<file path="src/rtl/membus_pkg.sv">
package membus_pkg;
  typedef enum logic [1:0] {
    MODE_STEAL = 2'd0,
    MODE_HALT  = 2'd1,
    MODE_SLICE = 2'd2,
    MODE_RSVD  = 2'd3
  } mode_e;

  typedef enum logic [1:0] {
    HS_IDLE = 2'd0,
    HS_REQ  = 2'd1,
    HS_XFER = 2'd2
  } halt_st_e;
endpackage

</file>
<file path="src/rtl/membus_mode_reg.sv">
module membus_mode_reg
  import membus_pkg::*;
(
  input  logic       clk,
  input  logic       rst_n,
  input  logic [1:0] mode_i,
  input  logic       idle_i,
  output mode_e      mode_o,
  output logic       chg_o
);
  mode_e mode_q, mode_req;

  always_comb begin
    unique case (mode_i)
      2'd1:    mode_req = MODE_HALT;
      2'd2:    mode_req = MODE_SLICE;
      default: mode_req = MODE_STEAL;
    endcase
  end

  assign chg_o = idle_i && (mode_req != mode_q);

  always_ff @(posedge clk or negedge rst_n) begin
    if (!rst_n)     mode_q <= MODE_STEAL;
    else if (chg_o) mode_q <= mode_req;
  end

  assign mode_o = mode_q;
endmodule

</file>
<file path="src/rtl/membus_halt_ctl.sv">
module membus_halt_ctl
  import membus_pkg::*;
(
  input  logic clk,
  input  logic rst_n,
  input  logic en_i,
  input  logic dma_req_i,
  input  logic dma_blk_i,
  input  logic hold_ack_i,
  output logic own_d_o,
  output logic hold_req_o,
  output logic done_o,
  output logic idle_o
);
  halt_st_e st_q, st_d;
  logic     done_q;

  always_comb begin
    st_d = st_q;
    unique case (st_q)
      HS_IDLE: if (en_i && dma_req_i) st_d = HS_REQ;
      HS_REQ:  if (hold_ack_i)        st_d = HS_XFER;
      HS_XFER: if (!dma_blk_i)        st_d = HS_IDLE;
      default:                        st_d = HS_IDLE;
    endcase
  end

  always_ff @(posedge clk or negedge rst_n) begin
    if (!rst_n) begin
      st_q   <= HS_IDLE;
      done_q <= 1'b0;
    end else begin
      st_q   <= st_d;
      done_q <= (st_q == HS_XFER) && !dma_blk_i;
    end
  end

  assign own_d_o    = (st_d == HS_XFER);
  assign hold_req_o = (st_q != HS_IDLE);
  assign done_o     = done_q;
  assign idle_o     = (st_q == HS_IDLE);
endmodule

</file>
<file path="src/rtl/membus_slice_gen.sv">
module membus_slice_gen (
  input  logic clk,
  input  logic rst_n,
  input  logic en_i,
  input  logic clr_i,
  output logic phase_o,
  output logic phase_d_o
);
  logic phase_q;

  assign phase_d_o = (en_i && !clr_i) ? ~phase_q : 1'b0;

  always_ff @(posedge clk or negedge rst_n) begin
    if (!rst_n) phase_q <= 1'b0;
    else        phase_q <= phase_d_o;
  end

  assign phase_o = phase_q;
endmodule

</file>
<file path="src/rtl/membus_stall_cnt.sv">
module membus_stall_cnt #(
  parameter int W = 16
) (
  input  logic         clk,
  input  logic         rst_n,
  input  logic         inc_i,
  output logic [W-1:0] cnt_o
);
  localparam logic [W-1:0] MAX = {W{1'b1}};
  logic [W-1:0] cnt_q;

  always_ff @(posedge clk or negedge rst_n) begin
    if (!rst_n)                      cnt_q <= '0;
    else if (inc_i && cnt_q != MAX)  cnt_q <= cnt_q + 1'b1;
  end

  assign cnt_o = cnt_q;
endmodule

</file>
<file path="src/rtl/membus_arbiter.sv">
module membus_arbiter
  import membus_pkg::*;
#(
  parameter int CNT_W = 16
) (
  input  logic             clk,
  input  logic             rst_n,
  input  logic [1:0]       mode_i,
  input  logic             cpu_req_i,
  input  logic             cpu_busy_i,
  output logic             cpu_gnt_o,
  input  logic             dma_req_i,
  input  logic             dma_blk_i,
  output logic             dma_gnt_o,
  output logic             hold_req_o,
  input  logic             hold_ack_i,
  output logic             dma_done_o,
  output logic             phase_o,
  output logic             owner_o,
  output logic [CNT_W-1:0] stall_cnt_o
);
  mode_e mode_q;
  logic  mode_chg, bus_idle, halt_idle, halt_own_d;
  logic  phase_d, own_d, owner_q;

  assign bus_idle = !owner_q && !dma_req_i && !cpu_busy_i && halt_idle;

  membus_mode_reg u_mode (
    .clk    (clk),
    .rst_n  (rst_n),
    .mode_i (mode_i),
    .idle_i (bus_idle),
    .mode_o (mode_q),
    .chg_o  (mode_chg)
  );

  membus_halt_ctl u_halt (
    .clk        (clk),
    .rst_n      (rst_n),
    .en_i       (mode_q == MODE_HALT),
    .dma_req_i  (dma_req_i),
    .dma_blk_i  (dma_blk_i),
    .hold_ack_i (hold_ack_i),
    .own_d_o    (halt_own_d),
    .hold_req_o (hold_req_o),
    .done_o     (dma_done_o),
    .idle_o     (halt_idle)
  );

  membus_slice_gen u_slice (
    .clk       (clk),
    .rst_n     (rst_n),
    .en_i      (mode_q == MODE_SLICE),
    .clr_i     (mode_chg),
    .phase_o   (phase_o),
    .phase_d_o (phase_d)
  );

  always_comb begin
    unique case (mode_q)
      MODE_HALT:  own_d = halt_own_d;
      MODE_SLICE: own_d = phase_d;
      default:    own_d = owner_q ? dma_req_i : (dma_req_i && !cpu_busy_i);
    endcase
    if (mode_chg) own_d = 1'b0;
  end

  always_ff @(posedge clk or negedge rst_n) begin
    if (!rst_n) owner_q <= 1'b0;
    else        owner_q <= own_d;
  end

  membus_stall_cnt #(.W(CNT_W)) u_stall (
    .clk   (clk),
    .rst_n (rst_n),
    .inc_i (owner_q && (mode_q == MODE_HALT)),
    .cnt_o (stall_cnt_o)
  );

  assign owner_o   = owner_q;
  assign dma_gnt_o = owner_q;
  assign cpu_gnt_o = cpu_req_i && !owner_q;
endmodule

</file>
<file path="config.mk">
export PLATFORM = sky130hd
export DESIGN_NAME = membus_arbiter
export DESIGN_NICKNAME = d
export VERILOG_FILES = /design/src/rtl/membus_pkg.sv /design/src/rtl/membus_mode_reg.sv /design/src/rtl/membus_halt_ctl.sv /design/src/rtl/membus_slice_gen.sv /design/src/rtl/membus_stall_cnt.sv /design/src/rtl/membus_arbiter.sv
export SDC_FILE = /design/constraint.sdc
export NUM_CORES = 1
export LEC_CHECK = 0
export ABC_AREA = 1
export BUFFER_PORTS_ARGS = -buffer_cell sky130_fd_sc_hd__clkbuf_2
export CORE_MARGIN = 5
export CORE_UTILIZATION = 41
export CTS_CLUSTER_SIZE = 14
export DETAILED_ROUTE_END_ITERATION = 6
export RECOVER_POWER = 50
export SLEW_MARGIN = 20
export SYNTH_ARGS = -nofsm -noshare
export SYNTH_HDL_FRONTEND = slang
export SYNTH_SLANG_ARGS = --single-unit
</file>
<file path="constraint.sdc">
create_clock -name clk -period 1.64 [get_ports clk]
set_input_delay 0 -clock clk [delete_from_list [all_inputs] [get_ports clk]]
set_output_delay 0 -clock clk [all_outputs]
set_load 0.01 [all_outputs]
</file>
==> reports/summary.txt, run 1 <==
Root Driver: clkbuf_4
n_diodes: 0
Slew Limit Headroom: 17.3%
layout cells sized above 1: 18.6%
Post-Route WL: 3.10 mm
Tightest Hold Check Type: in2reg
row count: 21
post-synth top area cell: dfrtp_1
register area share after synthesis: 41.2%
Clock Tree Buf Depth: 2
Placed Instance Area: 1610 um^2
FFs w/ async S/R, synth: 100%
share of the synthesized area in the top cell type: 41.2%
io pins: 31
Final min period: 1520 ps
worst path arrival time: 1740 ps
# DRC: 0
clock sinks: 23
Final #Nets: 244
Critical Path, Cell by Cell: ha_4 > nand3_4 > nor2_4 > nand3_4 > nand2_4 > inv_2 > nand2_1 > nand2_1
Reg clk slew, reported paths: 130 ps
all-layer global routing usage: 14.5%
Layout area overhead: 21.8%
worst slew pin tran: 1240 ps
clock latency on the worst-skew pair: 310 ps
Hold Fails Final Rpt: 0
FF+latch count, synth: 23
Slew Viols, Final: 0
Final setup viols: 0
final setup margin: 122 ps
delay-heaviest family, CP: simple AND/OR/NAND/NOR gates
fin area: 1700 um^2
DIE AREA: 4680 um^2
final cell utilization of the core: 51.4%
first-pass GRT wire length: 5.13 mm
Post-synth EDFFs: 0
Required @ worst endpoint: 1860 ps
Vias/cell: 4.46
LEAKAGE: 0.861 nW
remaining global-route overflow: 0
YS warnings: 0
synth top area cells: dfrtp_1 (41%), nand2_1 (20%), inv_1 (6.2%)
DR WL/cell: 11.2 um
Max IR drop VDD: 0.505 mV
Die Wd: 68.4 um
Final ANT Viol Nets: 0
Gate Count Post-Synth: 189
Unique masters post-synth: 24
Fin Clk Skew: 10.6 ps
number of global-route vias before repair: 1166
dominant synthesized flop cell: dfrtp_1
Syn Nets: 201
CTS Buf Count: 3
Setup Crit Path Kind: reg2reg
Max Cap Violations: 0
Starting Density: 42.2%
WP buf/inv: 1
Vias: 1235
DR iter-0 viols: 53
H-Tree Depth: 1
PD cells: 996 nW/um^2
drt first pass iters: 5
setup_tns: 0 ps
run status: complete, no violations
synthesized area: 1400 um^2
Placeable Area: 3310 um^2
Placer Congestion: 0.835
Port Buffers: 30
DP Worst Slack: 87.4 ps
slowest stage delay, CP: 480 ps
Worst setup SP type: register
maximum net fanout on the critical path: 11
TritonCTS clock tree: built
antenna violations before repair: 0
period utilization: 92.5%
Worst Setup End Kind: register
largest net degree at the start of global routing: 24
HPWL after DPL: 2.28 mm
Critical Path Slowest Stage Cell: dfrtp_1
Die Span Y: 68.4 um
Max Freq: 659 MHz
mean post-synth cell area: 7.39 um^2
[layout make-up]
cell class	instances	area (um^2)
clock buffers	4	26.3
fillers	346	1610
inverters	26	97.6
multi-input cells	137	709
flip-flops and latches	23	576
well taps	46	57.6
repair buffers	41	236
[Yosys cell counts, types with 3 or more instances]
library cell / instances
nand2_1: 75
dfrtp_1: 23
inv_1: 23
nor2_1: 15
nand3_1: 10
xnor2_1: 8
o21ai_0: 6
ha_1: 3
inv_2: 3
nand4_1: 3
[stage by stage]
step                      std cells  hold slack [ps]  total power, mW
after floorplan                 189             -296             1.19
after global placement          266             30.4             1.38
after detailed placement        266             37.9             1.38
after CTS                       276             3.04             1.68
after global routing            277             56.4             1.84
final                           277             7.49             1.70
[layout by cell type (no fill, tap or decap), types with 5 or more instances in the layout]
master / instances
xnor2_1: 8
nand2_1: 75
clkbuf_2: 21
dlygate4sd3_1: 6
nor2_1: 14
clkbuf_1: 10
inv_1: 23
o21ai_0: 6
nand3_1: 10
buf_4: 5
dfrtp_1: 23
[registers in the layout (all words and copies together), names as in the netlist]
signal,cells
dma_gnt_o,1
u_slice.phase_o,1
u_halt.done_o,1
u_halt.st_q,2
u_stall.cnt_o,16
u_mode.mode_o,2
[final timing paths]
path | start | endpoint | slack [ps] | depth (start not counted)
worst min-delay path | dma_req_i | dma_gnt_o | 7 | 3
worst max register to register | u_stall.cnt_o[0] | u_stall.cnt_o[15] | 120 | 8
min in group asynchronous | rst_n | u_stall.cnt_o[6] | 450 | 2
worst max-delay path | u_stall.cnt_o[0] | u_stall.cnt_o[15] | 120 | 8
worst min register to register | u_halt.st_q[0] | u_halt.done_o | 480 | 1
max in group asynchronous | rst_n | dma_gnt_o | 460 | 2
[power by group]
part           switching (mW)  internal, mW
Sequential              0.127         0.669
Clock                   0.174        0.0950
Combinational           0.356         0.274
[worst min-delay path, stage by stage]
cell	delay, ps
clkbuf_2	100
a21boi_0	70
a21oi_1	110
[repair_timing]
| item | in CTS | in global routing |
|---|---|---|
| setup buffers | 0 | 1 |
| hold buffers | 6 | 0 |
| endpoints found under the hold margin | 28 | 0 |
| setup endpoints to repair | 0 | 13 |
| gates resized for setup | 0 | 3 |
[metal layers]
layer  wire [um]  GRT usage (%)
met1        1580           20.1
met2        1340           23.4
met3         166           2.30
met4          16           3.72
met5           0              0
[kinds of logic (layout without fill, tap and decap cells)]
kind of cell    count (synthesis)  in the layout  share of synthesized area, %
xor+xnor                       10             10                          6.27
fa+ha+maj                       3              3                          2.69
compound gates                 10             10                          3.85
buf+inv                        29             71                          9.13
simple gates                  114            114                          36.9
flops                          23             23                          41.2
Power figures use the tool's default switching activity.
==> run 2, diff against run 1 <==
- CORE_MARGIN: 5 -> not set
- CORE_UTILIZATION: 41 -> 53
- PLACE_DENSITY: not set -> 0.78
==> reports/summary.txt, run 2 (synthesis gave the netlist of run 1 again) <==
Layout area overhead: 18.0%
drt first pass iters: 5
DR WL/cell: 11.1 um
Root Driver: clkbuf_4
Gate power share: 37.3%
largest net degree at the start of global routing: 24
period utilization: 91.6%
Reg clk slew, reported paths: 130 ps
Final min period: 1500 ps
number of global-route vias before repair: 1190
switching pwr: 0.649 mW
Starting Density: 56.4%
switching part of the total power: 38.9%
Slew Viols, Final: 0
Required @ worst endpoint: 1850 ps
worst slew pin tran: 1190 ps
failing checks: negative hold slack
commonest non-fill, non-tap cell in the layout: nand2_1
DR iter-0 viols: 23
Port Buffers: 30
worst path arrival time: 1710 ps
Worst setup SP type: register
CTS Buf Count: 3
n_diodes: 0
Vias: 1287
Critical Path, Cell by Cell: inv_1 > ha_1 > nand2_1 > o22ai_1 > dlygate4sd3_1
setup_tns: 0 ps
DIE AREA: 2850 um^2
Seq pwr share: 46.8%
Max IR drop VDD: 0.872 mV
Layout Cells excl Fill: 257
Placer Congestion: 0.828
Clock Tree Buf Depth: 2
Tightest Hold Check Type: in2reg
maximum net fanout on the critical path: 4
layout cells sized above 1: 18.1%
remaining global-route overflow: 0
all-layer global routing usage: 24.0%
Largest register FFs: 16
Post-Route WL: 2.86 mm
TritonCTS clock tree: built
Critical Path Slowest Stage Cell: dlygate4sd3_1
Placeable Area: 2480 um^2
Internal Power: 1.02 mW
Clk pwr share: 15.9%
HPWL after DPL: 2.19 mm
Worst Setup End Kind: register
LEAKAGE: 0.841 nW
Final setup viols: 0
slowest stage delay, CP: 550 ps
hold slack: -0.688 ps
most frequent cells in the layout: nand2_1 (75), dfrtp_1 (23), inv_1 (22), clkbuf_2 (21), nor2_1 (14)
antenna violations before repair: 0
clock sinks: 23
PD cells: 1010 nW/um^2
Fin Clk Skew: 1.12 ps
run status: finished, violations left
Vias/cell: 5.01
Max Cap Violations: 0
Slew Limit Headroom: 20.8%
Final #Nets: 240
first-pass GRT wire length: 4.99 mm
Die Wd: 53.4 um
placed cell count: 247
H-Tree Depth: 1
delay-heaviest family, CP: buffers and inverters
clock latency on the worst-skew pair: 310 ps
RSZ-0062 raised after global routing: false
WP buf/inv: 2
Setup Crit Path Kind: reg2reg
Max Freq: 666 MHz
overall power: 1.67 mW
row count: 18
Hold Fails Final Rpt: 1
Die Span Y: 53.4 um
io pins: 31
Final ANT Viol Nets: 0
# DRC: 0
## run 2: layout make-up
class,count,area (um^2)
tap,30,37.5
clock buffer,4,26.3
multi-input combinational,137,708
sequential,23,576
fill,233,828
timing repair buffer,37,204
inverter,26,97.6
## run 2: what timing repair did
item,4_1_cts,5_1_grt
resized for setup,0,4
hold buffers,5,0
setup endpoints to repair,0,14
endpoints found under the hold margin,27,0
buffers inserted,0,1
## run 2: path summary, 6_finish.rpt
check	startpoint	to	cells past startpoint	slack, ps
worst max-delay path	u_mode.mode_o[1]	u_halt.st_q[0]	5	140
worst min-delay path	mode_i[0]	u_mode.mode_o[0]	3	-0.7
worst max register to register	u_mode.mode_o[1]	u_halt.st_q[0]	5	140
worst min register to register	u_halt.st_q[0]	u_halt.done_o	1	500
max in group asynchronous	rst_n	u_stall.cnt_o[11]	2	510
min in group asynchronous	rst_n	u_stall.cnt_o[4]	2	430
## run 2: through the flow
step                      hold slack, ps  setup slack [ps]  cell area [um^2]  util [%]
after floorplan                     -296               138              1400         -
after global placement              8.79               115              1560      63.1
after detailed placement            20.1              62.6              1560      63.1
after CTS                           1.65              46.1              1640      66.2
after global routing                26.1              2.78              1650      66.6
final                             -0.688               138              1650      66.6
## run 2: metal layers
| layer | vias up | wire, um | GRT usage, % |
|---|---|---|---|
| met5 | - | 0 | 0 |
| met4 | 0 | 29 | 6.58 |
| met3 | 7 | 109 | 2.59 |
| met2 | 40 | 1530 | 44.6 |
| met1 | 585 | 1190 | 28.4 |
| li1 | 655 | - | - |
## run 2: worst min-delay path: stages
cell,delay [ps]
clkbuf_2,100
nand2_1,90
o21ai_0,80
## run 2: power groups by stage
stage	logic (mW)	clock network, mW	registers, mW
finish	0.622	0.265	0.779
global route	0.722	0.291	0.792
global placement	0.551	0	0.788
CTS	0.599	0.271	0.788
detailed placement	0.576	0	0.796
floorplan	0.385	0	0.807
